`src/rtl/mft_pkg.sv`:
```
package mft_pkg;

    localparam int ADDR_W_DEF   = 32;
    localparam int LINE_OFF_DEF = 5;
    localparam int NFILL_DEF    = 4;
    localparam int NPEND_DEF    = 4;

    typedef enum logic [1:0] {
        RES_NONE    = 2'd0,
        RES_NEW     = 2'd1,
        RES_MERGE   = 2'd2,
        RES_HITFILL = 2'd3
    } miss_res_e;

    function automatic int idx_w(input int n);
        return (n > 1) ? $clog2(n) : 1;
    endfunction

endpackage

```
`src/rtl/mft_fill_table.sv`:
```
module mft_fill_table #(
    parameter int NFILL  = 4,
    parameter int LINE_W = 27,
    parameter int TAG_W  = 2
) (
    input  logic              clk,
    input  logic              rst,
    input  logic              alloc_en,
    input  logic [LINE_W-1:0] alloc_line,
    input  logic              alloc_nc,
    input  logic              issue_en,
    input  logic [TAG_W-1:0]  issue_tag,
    input  logic              free_en,
    input  logic [TAG_W-1:0]  free_tag,
    input  logic [LINE_W-1:0] look_line,
    output logic [NFILL-1:0]  match_vec,
    output logic [TAG_W-1:0]  free_slot,
    output logic              full,
    output logic              empty,
    input  logic [TAG_W-1:0]  rd_tag,
    output logic [LINE_W-1:0] rd_line,
    output logic              rd_nc
);

    typedef struct packed {
        logic              valid;
        logic              issued;
        logic              nc;
        logic [LINE_W-1:0] line;
    } fill_ent_t;

    fill_ent_t ents [NFILL];
    logic [NFILL-1:0] busy;

    always_ff @(posedge clk) begin
        if (rst) begin
            for (int i = 0; i < NFILL; i++) begin
                ents[i] <= '0;
            end
        end else begin
            for (int i = 0; i < NFILL; i++) begin
                if (free_en && free_tag == TAG_W'(i)) begin
                    ents[i].valid  <= 1'b0;
                    ents[i].issued <= 1'b0;
                end
                if (issue_en && issue_tag == TAG_W'(i)) begin
                    ents[i].issued <= 1'b1;
                end
                if (alloc_en && free_slot == TAG_W'(i)) begin
                    ents[i].valid  <= 1'b1;
                    ents[i].issued <= 1'b0;
                    ents[i].nc     <= alloc_nc;
                    ents[i].line   <= alloc_line;
                end
            end
        end
    end

    generate
        for (genvar g = 0; g < NFILL; g++) begin : g_slot
            assign busy[g]      = ents[g].valid;
            assign match_vec[g] = ents[g].valid && !ents[g].nc && (ents[g].line == look_line);
        end
    endgenerate

    always_comb begin
        free_slot = '0;
        for (int i = NFILL - 1; i >= 0; i--) begin
            if (!busy[i]) free_slot = TAG_W'(i);
        end
    end

    assign full    = &busy;
    assign empty   = ~|busy;
    assign rd_line = ents[rd_tag].line;
    assign rd_nc   = ents[rd_tag].nc;

    a_r8_resp_to_live: assert property (@(posedge clk) disable iff (rst)
        free_en |-> (ents[free_tag].valid && ents[free_tag].issued));
    a_r2_alloc_into_free: assert property (@(posedge clk) disable iff (rst)
        alloc_en |-> !ents[free_slot].valid);
    a_r7_issue_once: assert property (@(posedge clk) disable iff (rst)
        issue_en |-> (ents[issue_tag].valid && !ents[issue_tag].issued));

endmodule

```
`src/rtl/mft_pend_table.sv`:
```
module mft_pend_table #(
    parameter int NPEND = 4,
    parameter int TAG_W = 2
) (
    input  logic             clk,
    input  logic             rst,
    input  logic             alloc_en,
    input  logic [TAG_W-1:0] alloc_link,
    input  logic             retire_en,
    input  logic [TAG_W-1:0] retire_link,
    output logic [NPEND-1:0] retire_vec,
    output logic             full,
    output logic             empty
);

    localparam int PIDX_W = mft_pkg::idx_w(NPEND);

    typedef struct packed {
        logic             valid;
        logic [TAG_W-1:0] link;
    } pend_ent_t;

    pend_ent_t        ents [NPEND];
    logic [NPEND-1:0] busy;
    logic [PIDX_W-1:0] free_idx;

    generate
        for (genvar g = 0; g < NPEND; g++) begin : g_pend
            assign busy[g]       = ents[g].valid;
            assign retire_vec[g] = retire_en && ents[g].valid && (ents[g].link == retire_link);
        end
    endgenerate

    always_comb begin
        free_idx = '0;
        for (int i = NPEND - 1; i >= 0; i--) begin
            if (!busy[i]) free_idx = PIDX_W'(i);
        end
    end

    always_ff @(posedge clk) begin
        if (rst) begin
            for (int i = 0; i < NPEND; i++) begin
                ents[i] <= '0;
            end
        end else begin
            for (int i = 0; i < NPEND; i++) begin
                if (retire_vec[i]) ents[i].valid <= 1'b0;
                if (alloc_en && free_idx == PIDX_W'(i)) begin
                    ents[i].valid <= 1'b1;
                    ents[i].link  <= alloc_link;
                end
            end
        end
    end

    assign full  = &busy;
    assign empty = ~|busy;

    a_r5_no_pend_overflow: assert property (@(posedge clk) disable iff (rst)
        alloc_en |-> !full);
    a_r8_retire_gone: assert property (@(posedge clk) disable iff (rst)
        retire_vec[0] |=> !ents[0].valid);

endmodule

```
`src/rtl/mft_req_queue.sv`:
```
module mft_req_queue #(
    parameter int DEPTH = 4,
    parameter int TAG_W = 2
) (
    input  logic             clk,
    input  logic             rst,
    input  logic             push_en,
    input  logic [TAG_W-1:0] push_tag,
    input  logic             pop_en,
    output logic             head_valid,
    output logic [TAG_W-1:0] head_tag
);

    localparam int PTR_W = mft_pkg::idx_w(DEPTH);
    localparam int CNT_W = $clog2(DEPTH + 1);

    logic [TAG_W-1:0] slots [DEPTH];
    logic [PTR_W-1:0] rd_ptr, wr_ptr;
    logic [CNT_W-1:0] cnt;

    function automatic logic [PTR_W-1:0] bump(input logic [PTR_W-1:0] p);
        return (p == PTR_W'(DEPTH - 1)) ? '0 : p + 1'b1;
    endfunction

    always_ff @(posedge clk) begin
        if (rst) begin
            rd_ptr <= '0;
            wr_ptr <= '0;
            cnt    <= '0;
        end else begin
            if (push_en) begin
                slots[wr_ptr] <= push_tag;
                wr_ptr        <= bump(wr_ptr);
            end
            if (pop_en) rd_ptr <= bump(rd_ptr);
            case ({push_en, pop_en})
                2'b10:   cnt <= cnt + 1'b1;
                2'b01:   cnt <= cnt - 1'b1;
                default: cnt <= cnt;
            endcase
        end
    end

    assign head_valid = (cnt != '0);
    assign head_tag   = slots[rd_ptr];

    a_r7_no_overflow: assert property (@(posedge clk) disable iff (rst)
        push_en |-> (cnt != CNT_W'(DEPTH)));
    a_r7_no_underflow: assert property (@(posedge clk) disable iff (rst)
        pop_en |-> head_valid);

endmodule

```
`src/rtl/miss_fill_tracker.sv`:
```
module miss_fill_tracker
    import mft_pkg::*;
#(
    parameter int ADDR_W   = ADDR_W_DEF,
    parameter int LINE_OFF = LINE_OFF_DEF,
    parameter int NFILL    = NFILL_DEF,
    parameter int NPEND    = NPEND_DEF,
    localparam int LINE_W  = ADDR_W - LINE_OFF,
    localparam int TAG_W   = idx_w(NFILL)
) (
    input  logic              clk,
    input  logic              rst,
    input  logic              miss_valid,
    input  logic [ADDR_W-1:0] miss_addr,
    input  logic              miss_nc,
    output logic              miss_stall,
    output logic [1:0]        miss_result,
    output logic              req_valid,
    input  logic              req_ready,
    output logic [TAG_W-1:0]  req_tag,
    output logic [LINE_W-1:0] req_line,
    output logic              req_nc,
    input  logic              resp_valid,
    input  logic [TAG_W-1:0]  resp_tag,
    output logic [NFILL-1:0]  fill_done,
    output logic [NPEND-1:0]  pend_done,
    input  logic              drain_req,
    output logic              drain_done
);

    logic [LINE_W-1:0]   miss_line;
    logic [LINE_OFF-1:0] unused_offset;
    logic [NFILL-1:0]    match_vec;
    logic [TAG_W-1:0]    match_tag, free_slot;
    logic                hit, ret_hit;
    logic                fill_full, fill_empty, pend_full, pend_empty;
    logic                alloc_fill, alloc_pend, req_fire;
    miss_res_e           res;

    assign miss_line     = miss_addr[ADDR_W-1:LINE_OFF];
    assign unused_offset = miss_addr[LINE_OFF-1:0];

    always_comb begin
        match_tag = '0;
        for (int i = 0; i < NFILL; i++) begin
            if (match_vec[i]) match_tag = TAG_W'(i);
        end
    end

    assign hit     = |match_vec;
    assign ret_hit = resp_valid && hit && (match_tag == resp_tag);

    always_comb begin
        res        = RES_NONE;
        alloc_fill = 1'b0;
        alloc_pend = 1'b0;
        if (miss_valid && !drain_req) begin
            if (!miss_nc && ret_hit) begin
                res = RES_HITFILL;
            end else if (!miss_nc && hit) begin
                if (!pend_full) begin
                    res        = RES_MERGE;
                    alloc_pend = 1'b1;
                end
            end else if (!fill_full) begin
                res        = RES_NEW;
                alloc_fill = 1'b1;
            end
        end
    end

    assign miss_result = res;
    assign miss_stall  = miss_valid && (res == RES_NONE);
    assign req_fire    = req_valid && req_ready;
    assign fill_done   = resp_valid ? (NFILL'(1) << resp_tag) : '0;
    assign drain_done  = drain_req && fill_empty && pend_empty;

    mft_fill_table #(.NFILL(NFILL), .LINE_W(LINE_W), .TAG_W(TAG_W)) u_fill (
        .clk(clk), .rst(rst),
        .alloc_en(alloc_fill), .alloc_line(miss_line), .alloc_nc(miss_nc),
        .issue_en(req_fire), .issue_tag(req_tag),
        .free_en(resp_valid), .free_tag(resp_tag),
        .look_line(miss_line), .match_vec(match_vec),
        .free_slot(free_slot), .full(fill_full), .empty(fill_empty),
        .rd_tag(req_tag), .rd_line(req_line), .rd_nc(req_nc)
    );

    mft_pend_table #(.NPEND(NPEND), .TAG_W(TAG_W)) u_pend (
        .clk(clk), .rst(rst),
        .alloc_en(alloc_pend), .alloc_link(match_tag),
        .retire_en(resp_valid), .retire_link(resp_tag),
        .retire_vec(pend_done), .full(pend_full), .empty(pend_empty)
    );

    mft_req_queue #(.DEPTH(NFILL), .TAG_W(TAG_W)) u_queue (
        .clk(clk), .rst(rst),
        .push_en(alloc_fill), .push_tag(free_slot),
        .pop_en(req_fire),
        .head_valid(req_valid), .head_tag(req_tag)
    );

    a_r4_match_unique: assert property (@(posedge clk) disable iff (rst)
        $onehot0(match_vec));
    a_r7_req_hold: assert property (@(posedge clk) disable iff (rst)
        (req_valid && !req_ready) |=> (req_valid && $stable(req_tag) && $stable(req_line)));
    a_r8_done_onehot: assert property (@(posedge clk) disable iff (rst)
        $onehot0(fill_done));
    a_r8_pend_with_fill: assert property (@(posedge clk) disable iff (rst)
        (|pend_done) |-> (|fill_done));
    a_r10_drain_blocks: assert property (@(posedge clk) disable iff (rst)
        drain_req |-> (miss_result == 2'd0));
    a_r10_done_empty: assert property (@(posedge clk) disable iff (rst)
        drain_done |-> (fill_empty && pend_empty));
    a_r3_new_needs_room: assert property (@(posedge clk) disable iff (rst)
        (miss_result == 2'd1) |-> !fill_full);

endmodule

```
`config.mk`:
```
export PLATFORM = sky130hd
export DESIGN_NAME = miss_fill_tracker
export DESIGN_NICKNAME = d
export VERILOG_FILES = /design/src/rtl/mft_pkg.sv /design/src/rtl/mft_fill_table.sv /design/src/rtl/mft_pend_table.sv /design/src/rtl/mft_req_queue.sv /design/src/rtl/miss_fill_tracker.sv
export SDC_FILE = /design/constraint.sdc
export NUM_CORES = 1
export LEC_CHECK = 0
export ABC_AREA = 1
export ABC_CLOCK_PERIOD_IN_PS = 6000
export BUFFER_PORTS_ARGS = -buffer_cell sky130_fd_sc_hd__buf_2
export CORE_MARGIN = 2
export CORE_UTILIZATION = 65
export CTS_CLUSTER_SIZE = 8
export DETAILED_ROUTE_END_ITERATION = 12
export PLACE_DENSITY = 0.86
export SETUP_SLACK_MARGIN = 0.4
export SYNTH_ARGS = -nofsm -noshare
export SYNTH_HDL_FRONTEND = slang
export SYNTH_HIERARCHICAL = 1
export SYNTH_SLANG_ARGS = --single-unit
export TNS_END_PERCENT = 100
```
`constraint.sdc`:
```
create_clock -name clk -period 6 [get_ports clk]
set_input_delay 0.6 -clock clk [delete_from_list [all_inputs] [get_ports clk]]
set_output_delay 0.6 -clock clk [all_outputs]
set_load 0.05 [all_outputs]
```
# Word-level counts from Yosys, hierarchy flattened

Memories as Yosys holds them, arrays and structs flattened. A register that Yosys moved wholly into a read port is not among the register bits.
Cells that the tools add are included.

Bits in registers: 7
Latch bits: 0
RAM bits: 140
Memory bits (read-only): 0
Word-level logic and storage cells: 272
Memories: 3

Memories:

| memory        | depth | bits a word | rd ports | clocked after memory_dff | write ports | line                 | source |
|---|---|---|---|---|---|---|---|
| u_fill.ents   | 4     | 30          | 5        | 0                        | 4           | mft_fill_table.sv:32 | `fill_ent_t ents [NFILL];` |
| u_pend.ents   | 4     | 3           | 4        | 0                        | 4           | mft_pend_table.sv:23 | `pend_ent_t ents [NPEND];` |
| u_queue.slots | 4     | 2           | 1        | 1                        | 1           | mft_req_queue.sv:17  | `logic [TAG_W-1:0] slots [DEPTH];` |

$add $sub $neg: 4
$mul: 0
Divide/modulo/power cells: 0
Magnitude comparators: 0
Equal/unequal tests: 25
Shift operators: 1
Mux-type cells: 135
Bitwise gates (word level): 40
Reductions and logical operators: 61

Operators by type and width:

| cell                                                                | number |
|---|---|
| 27-bit == test                                                      | 4 |
| 27-bit 2-to-1 mux                                                   | 4 |
| 1-bit 2-to-1 mux                                                    | 107 |
| 2-bit 2-to-1 mux                                                    | 22 |
| 1-bit logical AND                                                   | 41 |
| 1-bit bitwise OR                                                    | 40 |
| 2-bit == test (second input constant)                               | 11 |
| 4-bit OR reduction                                                  | 3 |
| 2-bit by 1-bit == test with 1-bit output (second input constant)    | 5 |
| 2-bit == test                                                       | 5 |
| 2-bit logical NOT                                                   | 5 |
| 1-bit logical NOT                                                   | 8 |
| 4-bit AND reduction                                                 | 2 |
| 3-bit case mux with 2 select lines                                  | 1 |
| 2-bit by 1-bit adder with 2-bit output (second input constant)      | 2 |
| 4-bit 2-to-1 mux                                                    | 1 |
| 1-bit by 2-bit left shift with 4-bit output (first input constant)  | 1 |
| 3-bit by 1-bit adder with 3-bit output (second input constant)      | 1 |
| 3-bit nonzero test                                                  | 1 |
| 3-bit by 1-bit subtractor with 3-bit output (second input constant) | 1 |
| 2-bit nonzero test                                                  | 1 |

# Longest topological paths before layout

Gate-level depths: netlist of run 1.
An unclocked memory read counts as a cell.

Depth in word-level cells: 17
Mapped depth: 21
Gate-level depth less buffers: 21

# By module

The synthesis of run 1 kept the hierarchy.

Modules (own cells, without submodules):

| module            | times used | cells an instance | area each (um^2) | sequential area each (um^2) |
|---|---|---|---|---|
| mft_fill_table    | 1          | 1030              | 7393.3           | 3483.3 |
| mft_pend_table    | 1          | 89                | 753.2            | 360.3 |
| mft_req_queue     | 1          | 80                | 752.0            | 420.4 |
| miss_fill_tracker | 1          | 41                | 212.7            | 0.0 |

# Worst setup path before layout of run 1

OpenSTA, ideal clock, no wires.

Kind: flip-flop to output port
From: register (tool-made name)
To: output req_line[1]
Data arrival time: 2.966 ns
Required time: 5.400 ns
Slack: 2.434 ns
Stages on the path, launching flop included: 7
Path buffers: 2
Cells stage by stage: dfxtp_1 o21ai_0 o22ai_1 clkbuf_1 clkbuf_1 nor2_1 o21ai_0

RTL lines:

| what             | line                    | source |
|---|---|---|
| end: declaration | miss_fill_tracker.sv:21 | `output logic [LINE_W-1:0] req_line,` |

==> results of run 1 <==
[placed cells by master, fill, tap and decap left out, types with 3 or more instances in the layout]
| master | Yosys | routed |
|---|---|---|
| nor2_1 | 197 | 197 |
| nor2_4 | 22 | 22 |
| o21ai_0 | 43 | 43 |
| ha_1 | 6 | 6 |
| nand4_1 | 3 | 3 |
| dfxtp_1 | 9 | 9 |
| edfxtp_1 | 136 | 136 |
| inv_2 | 9 | 9 |
| o22ai_1 | 5 | 4 |
| nand3b_1 | 3 | 3 |
| a21oi_1 | 79 | 79 |
| nor3_1 | 4 | 4 |
| xnor2_1 | 11 | 11 |
| nor2_2 | 12 | 12 |
| inv_1 | 217 | 217 |
| nand2_1 | 397 | 397 |
| clkinvlp_4 | 0 | 4 |
| bufinv_16 | 0 | 6 |
| nand3_2 | 7 | 8 |
| clkbuf_16 | 0 | 17 |
| buf_4 | 1 | 9 |
| nand3_1 | 17 | 16 |
| o21ai_1 | 3 | 3 |
| nand2_2 | 15 | 15 |
| buf_2 | 7 | 78 |
| clkinv_2 | 2 | 6 |
[flip-flops by register name, indices dropped and copies added, names as in the netlist, named ones only]
name,cells
u_queue/wr_ptr,2
u_queue/slots,8
u_queue/cnt,3
u_fill/ents,116
u_queue/rd_ptr,2
u_pend/ents,12
[metal layers]
layer | vias up | GRT usage (%) | wire length (um)
li1 | 3967 | - | -
met1 | 3701 | 43.21 | 9271
met2 | 496 | 57.12 | 11940
met3 | 105 | 5.530 | 2512
met4 | 2 | 17.17 | 1116
met5 | - | 0 | 10
[through the flow]
| step | hold WS (ns) | util [%] |
|---|---|---|
| finish | 0.4794 | 74.63 |
| floorplan | 0.4622 | - |
| detailed placement | 0.4899 | 69.80 |
| global route | 0.4766 | 74.63 |
| global placement | 0.4774 | 69.80 |
| CTS | 0.4637 | 74.63 |
[power by group through the flow]
stage | sequential (uW) | clock, uW | combinational, uW
floorplan | 1220 | 0 | 929
global placement | 1230 | 0 | 1210
detailed placement | 1230 | 0 | 1230
CTS | 1210 | 1200 | 1250
global route | 1220 | 1240 | 1340
finish | 1220 | 1200 | 1260
[area by class of cell]
type / count / area [um2]
clock inverters: 15 / 239.0
clock buffers: 17 / 425.4
flip-flops and latches: 145 / 4264
inverters: 231 / 872.1
fillers: 1060 / 3495
repair buffers: 87 / 457.9
multi-input cells: 833 / 3795
well taps: 180 / 225.2
[cells by family (layout without fill, tap and decap cells)]
family / Yosys count / in the layout / share of synthesized area (%)
xor+xnor: 11 / 11 / 1.057
compound gates: 133 / 133 / 7.663
flops: 145 / 145 / 46.80
fa+ha+maj: 7 / 7 / 1.044
buf+inv: 262 / 350 / 11.67
simple gates: 682 / 682 / 31.76
[how the worst max path moves through the flow]
stage / to / depth (start not counted) / from / slack [ns]
floorplan: req_line[1] / 6 / flop / 2.43
global placement: req_line[23] / 8 / flop / 2.59
detailed placement: u_fill/ents[1][5] / 18 / miss_addr[15] / 2.51
CTS: req_line[7] / 8 / flop / 2.06
global route: req_line[7] / 8 / flop / 1.77
finish: req_line[7] / 8 / flop / 1.94
==> results.md, run 1 <==
- Register-to-Register Path Depth: 15
- Count leader, synth: nand2_1
- Final Hold Viols: 0
- Max clock buf depth: 2
- Core box area: 0.01377 mm2
- CP max-delay cell: o22ai_1
- Chip height: 122.4 um
- Share of cells above drive strength 1: 14.46%
- Period utilisation layout: 67.65%
- P_leak: 0.005024 uW
- Clock slew at reported path FFs: 0.06 ns
- Iteration count of the initial detailed-routing pass: 7
- CP delay by family, top: buffers and inverters
- Vias in the first global route: 7735
- Largest net degree at the start of global routing: 82
- Most instantiated cells after synthesis: nand2_1 (397), inv_1 (217), nor2_1 (197)
- Row count: 43
- Post-CTS Hold Buffers: 0
- Crit path max fanout: 40
- Worst path cell trace: o21ai_0 -> o22ai_1 -> clkinv_1 -> buf_4 -> o21ai_0 -> a21oi_1 -> a21oi_1 -> buf_2
- Comb power frac: 34.3%
- Placed cells: 1476
- Die ar.: 0.01498 mm2
- Post-Syn Area: 0.009111 mm2
- Port bufs: 78
- Avg Vias per Cell: 5.485
- Max Clock Freq: 246.4 MHz
- Post-CTS Resized: 0
- DRT iter0 DRCs: 897
- CP Launch Type: flop
- Max incr delay on CP: 0.64 ns
- Setup TNS: 0 ns
- Top FF cell, synth: edfxtp_1
- Clock group share of total power: 32.6%
- Async set-or-reset flop fraction in the synthesized netlist: 0%
- Placed cell areas: 0.009614 mm2
- Post-synth net total: 1288
- Placer Congestion: 0.9793
- Wirelength per Cell: 16.48 um
- Yosys reg bits: 145
- Setup Viol. Count Final: 0
- Status: complete, no violations
- Register-to-register setup slack: 2.79 ns
- Num CTS Buffers: 17
- Mean Syn Cell Area: 7.348 um2
- Net Sw Frac: 39.41%
- Biggest area consumer among synthesized cells: edfxtp_1
- Post-Layout Cell Count: 1508
- CTS root buf: clkbuf_16
- Skew-Pair Late Insertion Delay: 0.43 ns
- Hold crit path type: input pin to flop
- Cell-internal power: 2228 uW
- Worst Path Class, Setup: flop to output pin
- CTS tree: done
- Die Width: 122.4 um
- Synth Instances: 1240
- Worst Hold Depth: 2
- Io pins: 84
- Slew margin rel.: 36.04%
- Hpwl dp: 16.40 mm
- Pwr dens: 357.7 mW/mm2
- Final Skew: 0.008413 ns
- Post-synth cell types: 35
- Worst flop-to-flop path endpoint: u_fill/ents[1][5]
- VDD IR-drop max: 303.9 uV
- Fin area: 0.01028 mm2
- Vias post-DR: 8271
- Least-Margin Pin Slew: 0.9582 ns
- Slew Limit Fails: 0
- Worst Path Arrival: 3.46 ns
- Area Overhead vs Synth: 12.81%
- Hold path startpoint: rst
- Remaining antenna violation count: 0
- First-pass GRT wire length: 38.14 mm
- Final Total Pwr: 3676 uW
- ANT cells: 0
- Placement Setup Slack: 2.509 ns
- Top post-synthesis cells by area: edfxtp_1 (45%), nand2_1 (16%), inv_1 (8.9%), nor2_1 (8.1%), a21oi_1 (4.3%)
- NetSw: 1449 uW
- Postcts setup bufs: 0
- Yosys top cell area share: 44.82%
- Final layout net count: 1363
- Max cap viols: 0
- CP Buf/Inv Count: 3
- GRT Overall Usage: 34.19%
- Worst setup margin: 1.941 ns
- # clock sinks: 145
- RSZ-0062 raised after global routing: no
- WL final: 24.85 mm
- Initial antenna violation count: 1
- CP required: 5.40 ns
- H-tree levels: 4
- Final min period: 4.059 ns
- Yosys Warn Count: 6
- Reg2reg start: u_fill/ents[3][29]
- Setup crit end kind: output pin
- Initial Util: 66.15%
- Sequential element share of the synthesized area: 46.80%
- Total gr overflow: 0
- Post-synth EDFFs: 136
- Reg power frac: 33.1%
- Residual DRC: 0
No activity file was read; power rests on OpenSTA's default activity.
==> inputs of run 2 (changes only) <==
--- a/config.mk
+++ b/config.mk
@@ -6,13 +6,13 @@
 export NUM_CORES = 1
 export LEC_CHECK = 0
 export ABC_AREA = 1
-export ABC_CLOCK_PERIOD_IN_PS = 6000
+export ABC_CLOCK_PERIOD_IN_PS = 4100
 export BUFFER_PORTS_ARGS = -buffer_cell sky130_fd_sc_hd__buf_2
 export CORE_MARGIN = 2
-export CORE_UTILIZATION = 65
+export CORE_UTILIZATION = 61
 export CTS_CLUSTER_SIZE = 8
 export DETAILED_ROUTE_END_ITERATION = 12
-export PLACE_DENSITY = 0.86
+export PLACE_DENSITY = 0.82
 export SETUP_SLACK_MARGIN = 0.4
 export SYNTH_ARGS = -nofsm -noshare
 export SYNTH_HDL_FRONTEND = slang
==> constraint.sdc (replaced) <==
create_clock -name clk -period 4.1 [get_ports clk]
set_input_delay 0.41 -clock clk [delete_from_list [all_inputs] [get_ports clk]]
set_output_delay 0.41 -clock clk [all_outputs]
set_load 0.05 [all_outputs]
==> results.md, run 2 (synthesis results as in run 1) <==
- Largest registers: u_fill/ents: 116 flops, u_pend/ents: 12 flops, u_queue/slots: 8 flops
- Placer Congestion: 0.9828
- Vias in the first global route: 7789
- Setup crit end kind: output pin
- CTS root buf: clkbuf_16
- Period utilisation layout: 81.58%
- Top reg by flops: u_fill/ents
- VDD IR-drop max: 493.2 uV
- Iteration count of the initial detailed-routing pass: 7
- Slew Limit Fails: 0
- Reg power frac: 34.6%
- Pwr dens: 500.9 mW/mm2
- Remaining antenna violation count: 0
- Wirelength per Cell: 16.40 um
- CTS tree: done
- Number of flip-flops in the largest register: 116
- H-tree levels: 4
- Post-CTS Hold Buffers: 0
- Most frequent cells in the layout: nand2_1 (397), inv_1 (217), nor2_1 (197)
- Num CTS Buffers: 17
- Vias post-DR: 8195
- ANT cells: 0
- Area Overhead vs Synth: 12.58%
- Clock slew at reported path FFs: 0.06 ns
- Comb power frac: 36.4%
- Max clock buf depth: 2
- CP Launch Type: flop
- P_leak: 0.005031 uW
- Worst Path Arrival: 2.93 ns
- Post-CTS Resized: 0
- Final layout net count: 1369
- Row count: 44
- Share of cells above drive strength 1: 14.77%
- First-pass GRT wire length: 38.79 mm
- Die Width: 126.2 um
- RSZ-0062 raised after global routing: no
- Core box area: 0.01459 mm2
- CP required: 3.69 ns
- Hpwl dp: 16.79 mm
- Postcts setup bufs: 0
- Setup Viol. Count Final: 0
- Initial Util: 62.45%
- # clock sinks: 145
- Setup TNS: 0 ns
- Total gr overflow: 0
- Slew margin rel.: 25.05%
- Hold crit path type: input pin to flop
- Final Total Pwr: 5138 uW
- Io pins: 84
- Residual DRC: 0
- Initial antenna violation count: 0
- Filler cells: 1190
- Clock group share of total power: 29.1%
- Most common cell after layout, fill and taps aside: nand2_1
- NetSw: 2149 uW
- Cell-internal power: 2990 uW
- Least-Margin Pin Slew: 1.124 ns
- DRT iter0 DRCs: 857
- WL final: 24.90 mm
- Final Hold Viols: 0
- Register area: 0.004264 mm2
- GRT Overall Usage: 31.89%
- Worst Path Class, Setup: flop to output pin
- Largest net degree at the start of global routing: 68
- Status: complete, no violations
- Final Skew: 0.01145 ns
- Port bufs: 78
- Net Sw Frac: 41.82%
- Final min period: 3.345 ns
- Crit path max fanout: 67
- Die ar.: 0.01593 mm2
- Skew-Pair Late Insertion Delay: 0.43 ns
- Avg Vias per Cell: 5.399
- Max cap viols: 0
- Max Clock Freq: 299.0 MHz
- Chip height: 126.2 um
- Multi-input logic area: 0.003790 mm2
## run 2: metrics by stage
stage | hold slack, ns | cell area (um2) | util [%] | setup WS, ns | std cells
floorplan | 0.4622 | 9111 | - | 0.7237 | 1240
global placement | 0.4794 | 9684 | 66.38 | 0.8967 | 1486
detailed placement | 0.4880 | 9684 | 66.38 | 0.8249 | 1486
CTS | 0.2645 | 10260 | 70.31 | 0.8149 | 1518
global route | 0.2664 | 10260 | 70.31 | 0.5407 | 1518
finish | 0.2715 | 10260 | 70.31 | 0.7552 | 1518
## run 2: power groups by stage
stage	sequential, uW	clock, uW	combinational [uW]
detailed placement	1810	0	1830
finish	1780	1490	1870
floorplan	1790	0	1360
global route	1790	1560	2000
global placement	1800	0	1810
CTS	1780	1500	1850
## run 2: path summary, 6_finish.rpt
check | from | endpoint | slack [ns] | depth (start not counted)
setup / recovery | flop | req_line[3] | 0.76 | 8
hold / removal | rst | u_queue/rd_ptr[0] | 0.27 | 2
setup reg to reg | u_fill/ents[3][5] | u_fill/ents[2][24] | 0.93 | 17
hold reg to reg | u_queue/cnt[0] | u_queue/cnt[0] | 0.50 | 1
## run 2: cell type report
class                   count  area share (%)
clock buffers              19           4.635
clock inverters            13          0.9515
inverters                 231           8.502
multi-input cells         833           36.95
flip-flops and latches    145           41.57
well taps                 184           2.244
repair buffers             93           5.148
## run 2: worst max-delay path, cell delays in order (launching register included)
cell,delay (ns)
dfxtp_1,0.40
inv_2,0.07
o21ai_1,0.16
o22ai_2,0.10
inv_2,0.81
buf_4,0.36
nand2_1,0.07
a21oi_1,0.19
buf_2,0.30
## run 2: metal layers
metal	routed length, um	global-route usage (%)	vias up
li1	-	-	3978
met2	11970	53.61	404
met4	1022	15.13	0
met3	2245	6.075	81
met1	9661	39.87	3732
met5	0	0	-
